### src/rtl/sf_pkg.sv
package sf_pkg;
    typedef enum logic {
        ST_HEAD = 1'b0,
        ST_BODY = 1'b1
    } out_state_e;

    function automatic int unsigned wrap_next(input int unsigned p, input int unsigned depth);
        return (p == depth - 1) ? 0 : p + 1;
    endfunction
endpackage

### src/rtl/sf_store.sv
module sf_store #(
    parameter int W     = 9,
    parameter int DEPTH = 8
) (
    input  logic         clk,
    input  logic         rst,
    input  logic         wr_en,
    input  logic [W-1:0] wr_word,
    input  logic         rd_en,
    output logic [W-1:0] rd_word,
    output logic         full
);
    localparam int AW = (DEPTH > 1) ? $clog2(DEPTH) : 1;
    localparam int CW = $clog2(DEPTH + 1);

    logic [W-1:0]  mem [DEPTH];
    logic [AW-1:0] wr_ptr, rd_ptr;
    logic [CW-1:0] fill;

    always_ff @(posedge clk) begin
        if (wr_en) mem[wr_ptr] <= wr_word;
    end

    always_ff @(posedge clk) begin
        if (rst) begin
            wr_ptr <= '0;
            rd_ptr <= '0;
            fill   <= '0;
        end else begin
            if (wr_en) wr_ptr <= AW'(sf_pkg::wrap_next(int'(wr_ptr), DEPTH));
            if (rd_en) rd_ptr <= AW'(sf_pkg::wrap_next(int'(rd_ptr), DEPTH));
            case ({wr_en, rd_en})
                2'b10:   fill <= fill + 1'b1;
                2'b01:   fill <= fill - 1'b1;
                default: fill <= fill;
            endcase
        end
    end

    assign rd_word = mem[rd_ptr];
    assign full    = (fill == CW'(DEPTH));
endmodule

### src/rtl/sf_pkt_tally.sv
module sf_pkt_tally #(
    parameter int DEPTH = 8
) (
    input  logic clk,
    input  logic rst,
    input  logic inc,
    input  logic dec,
    output logic nonzero
);
    localparam int PW = $clog2(DEPTH + 1);

    logic [PW-1:0] done_q;

    always_ff @(posedge clk) begin
        if (rst) begin
            done_q <= '0;
        end else begin
            case ({inc, dec})
                2'b10:   done_q <= done_q + 1'b1;
                2'b01:   done_q <= done_q - 1'b1;
                default: done_q <= done_q;
            endcase
        end
    end

    assign nonzero = (done_q != '0);
endmodule

### src/rtl/sf_out_fsm.sv
module sf_out_fsm (
    input  logic clk,
    input  logic rst,
    input  logic pop,
    input  logic pop_last,
    output logic in_body
);
    import sf_pkg::*;

    out_state_e state_q, state_d;

    always_ff @(posedge clk) begin
        if (rst) state_q <= ST_HEAD;
        else     state_q <= state_d;
    end

    always_comb begin
        state_d = state_q;
        in_body = 1'b0;
        unique case (state_q)
            ST_HEAD: begin
                if (pop && !pop_last) state_d = ST_BODY;
            end
            ST_BODY: begin
                in_body = 1'b1;
                if (pop && pop_last) state_d = ST_HEAD;
            end
        endcase
    end
endmodule

### src/rtl/sf_packet_fifo.sv
module sf_packet_fifo #(
    parameter int DATA_W = 8,
    parameter int DEPTH  = 8
) (
    input  logic              clk,
    input  logic              rst,
    input  logic              s_valid,
    output logic              s_ready,
    input  logic [DATA_W-1:0] s_data,
    input  logic              s_last,
    output logic              m_valid,
    input  logic              m_ready,
    output logic [DATA_W-1:0] m_data,
    output logic              m_last
);
    localparam int W = DATA_W + 1;

    logic         full, wr_en, rd_en, pkt_ready, body;
    logic [W-1:0] rd_word;

    assign s_ready = !full;
    assign wr_en   = s_valid && s_ready;
    assign m_valid = pkt_ready;
    assign rd_en   = m_valid && m_ready;
    assign m_last  = rd_word[W-1];
    assign m_data  = rd_word[DATA_W-1:0];

    sf_store #(.W(W), .DEPTH(DEPTH)) u_store (
        .clk(clk), .rst(rst),
        .wr_en(wr_en), .wr_word({s_last, s_data}),
        .rd_en(rd_en), .rd_word(rd_word),
        .full(full)
    );

    sf_pkt_tally #(.DEPTH(DEPTH)) u_tally (
        .clk(clk), .rst(rst),
        .inc(wr_en && s_last),
        .dec(rd_en && m_last),
        .nonzero(pkt_ready)
    );

    sf_out_fsm u_fsm (
        .clk(clk), .rst(rst),
        .pop(rd_en), .pop_last(m_last),
        .in_body(body)
    );
endmodule

### config.mk
export PLATFORM = sky130hd
export DESIGN_NAME = sf_packet_fifo
export DESIGN_NICKNAME = d
export VERILOG_FILES = /design/src/rtl/sf_pkg.sv /design/src/rtl/sf_store.sv /design/src/rtl/sf_pkt_tally.sv /design/src/rtl/sf_out_fsm.sv /design/src/rtl/sf_packet_fifo.sv
export SDC_FILE = /design/constraint.sdc
export NUM_CORES = 1
export LEC_CHECK = 0
export BUFFER_PORTS_ARGS = -buffer_cell sky130_fd_sc_hd__buf_2
export CAP_MARGIN = 30
export CORE_ASPECT_RATIO = 0.6
export CORE_MARGIN = 8
export CORE_UTILIZATION = 25
export DETAILED_ROUTE_END_ITERATION = 10
export GPL_TIMING_DRIVEN = 1
export PLACE_DENSITY = 0.41
export RECOVER_POWER = 100
export SLEW_MARGIN = 10
export SYNTH_ARGS = -nofsm -noshare
export SYNTH_HDL_FRONTEND = slang
export SYNTH_SLANG_ARGS = --single-unit
### constraint.sdc
create_clock -name clk -period 2.8 [get_ports clk]
set_input_delay 0.7 -clock clk [delete_from_list [all_inputs] [get_ports clk]]
set_output_delay 0.7 -clock clk [all_outputs]
set_load 0.01 [all_outputs]
==> metrics.log <==
INFO  metric critical_path.slowest_cell = sky130_fd_sc_hd__mux4_1
INFO  metric place.detailed.hpwl = approximately 5.0 mm
INFO  metric grt_start_max_net_pins = 17
INFO  metric placementRows = 34
INFO  metric clock_skew = 0.00550 ns
INFO  metric antenna_violating_nets_post_route = 0
INFO  metric cp_data_required_time = 3.07 ns
INFO  metric ys_ff_latch = a little under 90
INFO  metric antenna_found_initial = 0
INFO  metric number_of_hold_slack_violations_in_the_final_timing_report = 0
INFO  metric postPlaceCellArea = between 4000 and 5000 um2
INFO  metric vias_in_the_first_global_route = between 1.5k and 2k
INFO  metric crit_buf_inv = 0
INFO  metric grt_setup_unrepaired = no
INFO  metric fill_cells = around 1.4k
INFO  metric outcome = completed
INFO  metric sinks_on_clock_net = 89
INFO  metric rr_endpoint = u_tally.done_q[3]
INFO  metric synthesis.yosys.warnings = 0
INFO  metric period_share = a little over nine tenths
INFO  metric type_of_destination_of_the_critical_path = flip-flop
INFO  metric mappedNetlistArea = around 3700 um2
INFO  metric detailroute.via_count = between 1.5k and 2k
INFO  metric max_cap_viol_count = 0
INFO  metric crit_path_cell_trace = mux4_1, mux2_2, nor2b_4, ha_2, ha_4, nand3_1, and3_1, or4_1, a21oi_1
INFO  metric hold_path_class = reg -> reg
INFO  metric synth-seq-area-share = 67.4%
INFO  metric detailed_route_wire_length_per_cell = around 17 um
INFO  metric post_route_cells_drive_above_1_share = 17.6%
INFO  metric cp_top_family = multiplexers
INFO  metric grt_first_pass_wirelength = roughly 12 mm
INFO  metric worst_r2r_path_cells = 9
INFO  metric cellPowerDensity = about 760 nW/um2
INFO  metric setup-violations-final = 0
INFO  metric worstSetupEndpoint = u_tally.done_q[3]
INFO  metric sequential_cell_area = between 2000 and 3000 um2
INFO  metric die_outline_area = ~19000 um2
INFO  metric worstMarginPinSlew = between 0.8 and 0.9 ns
INFO  metric mappedNetlistNets = about 230
INFO  metric routability_congestion_estimate = 0.702
INFO  metric grtUsageTotal = under 10%
INFO  metric io_buffers = 23
INFO  metric setup.reg_to_reg.worst_slack = 0.1 ns
INFO  metric crit_cells = 9
INFO  metric fin_setup_tns = 0 ns
INFO  metric start_kind = flip-flop
INFO  metric cts.hold.buffers_added = 0
INFO  metric worstSkewPairLatency = ~0.33 ns
INFO  metric cp_max_fo = 3
INFO  metric synth.lib_cells_used.distinct = 34
INFO  metric insertedDiodeCount = 0
INFO  metric global_route.overflow_total = 0
INFO  metric per_instance_average_area_after_synthesis = around 18 um2
INFO  metric final_period_minus_worst_setup_slack = 2.70 ns
INFO  metric clk_tree_root_cell = sky130_fd_sc_hd__clkbuf_16
INFO  metric synthToLayoutAreaGrowth = 19.6%
INFO  metric final_net_count = around 270
INFO  metric h_tree_depth = 3
INFO  metric post-route-drc-count = 0
INFO  metric max_freq = ~370 MHz
INFO  metric synth_cells = 210
INFO  metric detailedRoute.firstIterationViolations = 86
INFO  metric avgViaCountPerCell = between 4 and 5
INFO  metric number_of_pins_with_negative_max_slew_slack_in_the_final_report = 0
INFO  metric dieWidth = about 170 um
INFO  metric multiInputGateArea = about 1200 um2
INFO  metric cts-buffers-inserted = 9
INFO  metric floorplan.die.height = 110 um
INFO  metric wirelength = ~7.6 mm
INFO  metric core_area = roughly 15000 um2
INFO  metric critPathKind = reg -> reg
INFO  metric top_level_ports = 24
INFO  metric leakagePower = between 0.001 and 0.0015 uW
INFO  metric tritoncts = done
INFO  metric slew_headroom = 44.1%
INFO  metric cts.reportedPaths.clkPinSlew = approximately 0.060 ns
INFO  metric vdd.ir_drop.worst = ~0.27 mV
INFO  metric floorplan.initialDensity = between 20% and 30%
INFO  metric final_area = approximately 4400 um2
INFO  metric ctsLongestPathBuffers = 2
INFO  metric data_arrival_time_of_the_critical_path = 2.97 ns
INFO  metric max_stage_delay = around 0.57 ns
INFO  metric drt_pass1_iterations = 4
-- worst min-delay path: stages (launching register included) --
cell and delay, ns:
sky130_fd_sc_hd__dfxtp_1 0.32, sky130_fd_sc_hd__o31ai_1 0.06, sky130_fd_sc_hd__a21oi_1 0.06
-- metal layers --
layer | track usage, % | vias up | routed length (um)
li1 | - | 914 | -
met1 | 12.1 | 967 | 4010
met2 | 11.0 | 30 | 3200
met3 | 2.69 | 7 | 353
met4 | 2.75 | 0 | 76
met5 | 0 | - | 0
-- cell usage in the layout (no fill, tap or decap), types with 8 or more instances in the layout --
cell type and count:
sky130_fd_sc_hd__nor2_1 13, sky130_fd_sc_hd__ha_1 8, sky130_fd_sc_hd__mux2_2 10, sky130_fd_sc_hd__clkbuf_16 9, sky130_fd_sc_hd__edfxtp_1 72, sky130_fd_sc_hd__clkbuf_1 24, sky130_fd_sc_hd__dfxtp_1 16, sky130_fd_sc_hd__mux4_1 18
sky130_fd_sc_hd__a21oi_1 11, sky130_fd_sc_hd__nand2_1 8
-- through the flow --
stage,setup slack [ns],total power (uW),instances,util (%),hold slack [ns]
3_5_place_dp,0.0138,2050,437,28.7,0.481
3_3_place_gp,0.0563,2040,436,28.6,0.478
2_1_floorplan,0.0237,1890,210,-,0.446
4_1_cts,0.0324,3430,453,31.1,0.492
6_report,0.0964,3360,453,30.6,0.487
5_1_grt,0.00245,3520,453,30.6,0.509
-- registers in the layout (all words and copies together), names as in the netlist, named ones only --
| name | count |
|---|---|
| u_store.fill | 4 |
| u_store.wr_ptr | 3 |
| u_tally.done_q | 4 |
| u_store.mem | 72 |
| u_store.rd_ptr | 3 |
-- power by group --
| part | switching [uW] | leakage (uW) | internal (uW) |
|---|---|---|---|
| clock | 496 | 0.000162 | 871 |
| combinational | 240 | 0.000522 | 216 |
| sequential | 42.3 | 0.000793 | 1500 |
| total | 778 | 0.00148 | 2580 |
-- layout make-up --
cell class	count	area share, %
Inverter	4	0.338
Tap cell	198	5.57
Clock inverter	7	2.67
Sequential cell	89	56.3
Multi-Input combinational cell	109	26.2
Timing Repair Buffer	37	3.86
Clock buffer	9	5.07
-- how the worst min path moves through the flow --
stage	startpoint	end	slack, ns	depth (start not counted)
after global routing	u_tally.done_q[3]	u_tally.done_q[3]	0.51	2
after detailed placement	u_tally.done_q[3]	u_tally.done_q[3]	0.48	2
after global placement	u_tally.done_q[3]	u_tally.done_q[3]	0.48	2
after CTS	u_tally.done_q[3]	u_tally.done_q[3]	0.49	2
after floorplan	u_tally.done_q[3]	u_tally.done_q[3]	0.45	2
final	u_tally.done_q[3]	u_tally.done_q[3]	0.49	2
-- logic make-up (layout without fill, tap and decap cells) --
group	Yosys count	count (layout)	share of synthesized area, %
AOI/OAI and AO/OA	17	17	2.53
xor gates and xnor gates	5	5	1.18
adders and majority gates	11	11	3.91
buffers and inverters	12	57	1.75
DFF	89	89	67.4
muxes	30	30	16.3
and+or+nand+nor	46	46	6.97
-- what timing repair did --
item | 4_1_cts | 5_1_grt
setup buffers | 0 | 0
endpoints found under the setup margin | 6 | 1
resized for setup | 2 | 1
-- synth_stat cells --
| cell | number | area (um2) |
|---|---|---|
| sky130_fd_sc_hd__edfxtp_1 | 72 | 2160 |
| sky130_fd_sc_hd__mux4_1 | 18 | 473 |
| sky130_fd_sc_hd__dfxtp_1 | 17 | 340 |
| sky130_fd_sc_hd__nor2_1 | 13 | 48.8 |
| sky130_fd_sc_hd__a21oi_1 | 12 | 60.1 |
| sky130_fd_sc_hd__ha_1 | 10 | 125 |
| sky130_fd_sc_hd__mux2_2 | 10 | 113 |
| sky130_fd_sc_hd__nand2_1 | 8 | 30.0 |
| sky130_fd_sc_hd__nand3_1 | 5 | 25.0 |
| sky130_fd_sc_hd__xor2_1 | 5 | 43.8 |
| sky130_fd_sc_hd__clkbuf_1 | 4 | 15.0 |
| sky130_fd_sc_hd__inv_1 | 4 | 15.0 |
| sky130_fd_sc_hd__nor3_1 | 4 | 20.0 |
| sky130_fd_sc_hd__nand2b_1 | 3 | 18.8 |
| sky130_fd_sc_hd__or3_1 | 3 | 18.8 |
| sky130_fd_sc_hd__buf_6 | 2 | 22.5 |
| sky130_fd_sc_hd__mux2i_1 | 2 | 20.0 |
| sky130_fd_sc_hd__o21ai_0 | 2 | 10.0 |
| sky130_fd_sc_hd__a32o_1 | 1 | 10.0 |
| sky130_fd_sc_hd__and3_1 | 1 | 6.26 |
| sky130_fd_sc_hd__buf_2 | 1 | 5.00 |
| sky130_fd_sc_hd__buf_4 | 1 | 7.51 |
| sky130_fd_sc_hd__fa_1 | 1 | 20.0 |
| sky130_fd_sc_hd__nand2_8 | 1 | 20.0 |
| sky130_fd_sc_hd__nand4b_1 | 1 | 8.76 |
| sky130_fd_sc_hd__nor2b_1 | 1 | 6.26 |
| sky130_fd_sc_hd__nor2b_4 | 1 | 13.8 |
| sky130_fd_sc_hd__nor3b_1 | 1 | 7.51 |
| sky130_fd_sc_hd__nor4_1 | 1 | 6.26 |
| sky130_fd_sc_hd__o22ai_1 | 1 | 6.26 |
| sky130_fd_sc_hd__o31ai_1 | 1 | 7.51 |
| sky130_fd_sc_hd__or4_1 | 1 | 7.51 |
| sky130_fd_sc_hd__or4_4 | 1 | 11.3 |
| sky130_fd_sc_hd__or4b_1 | 1 | 10.0 |
No activity file was read; power rests on OpenSTA's default activity.
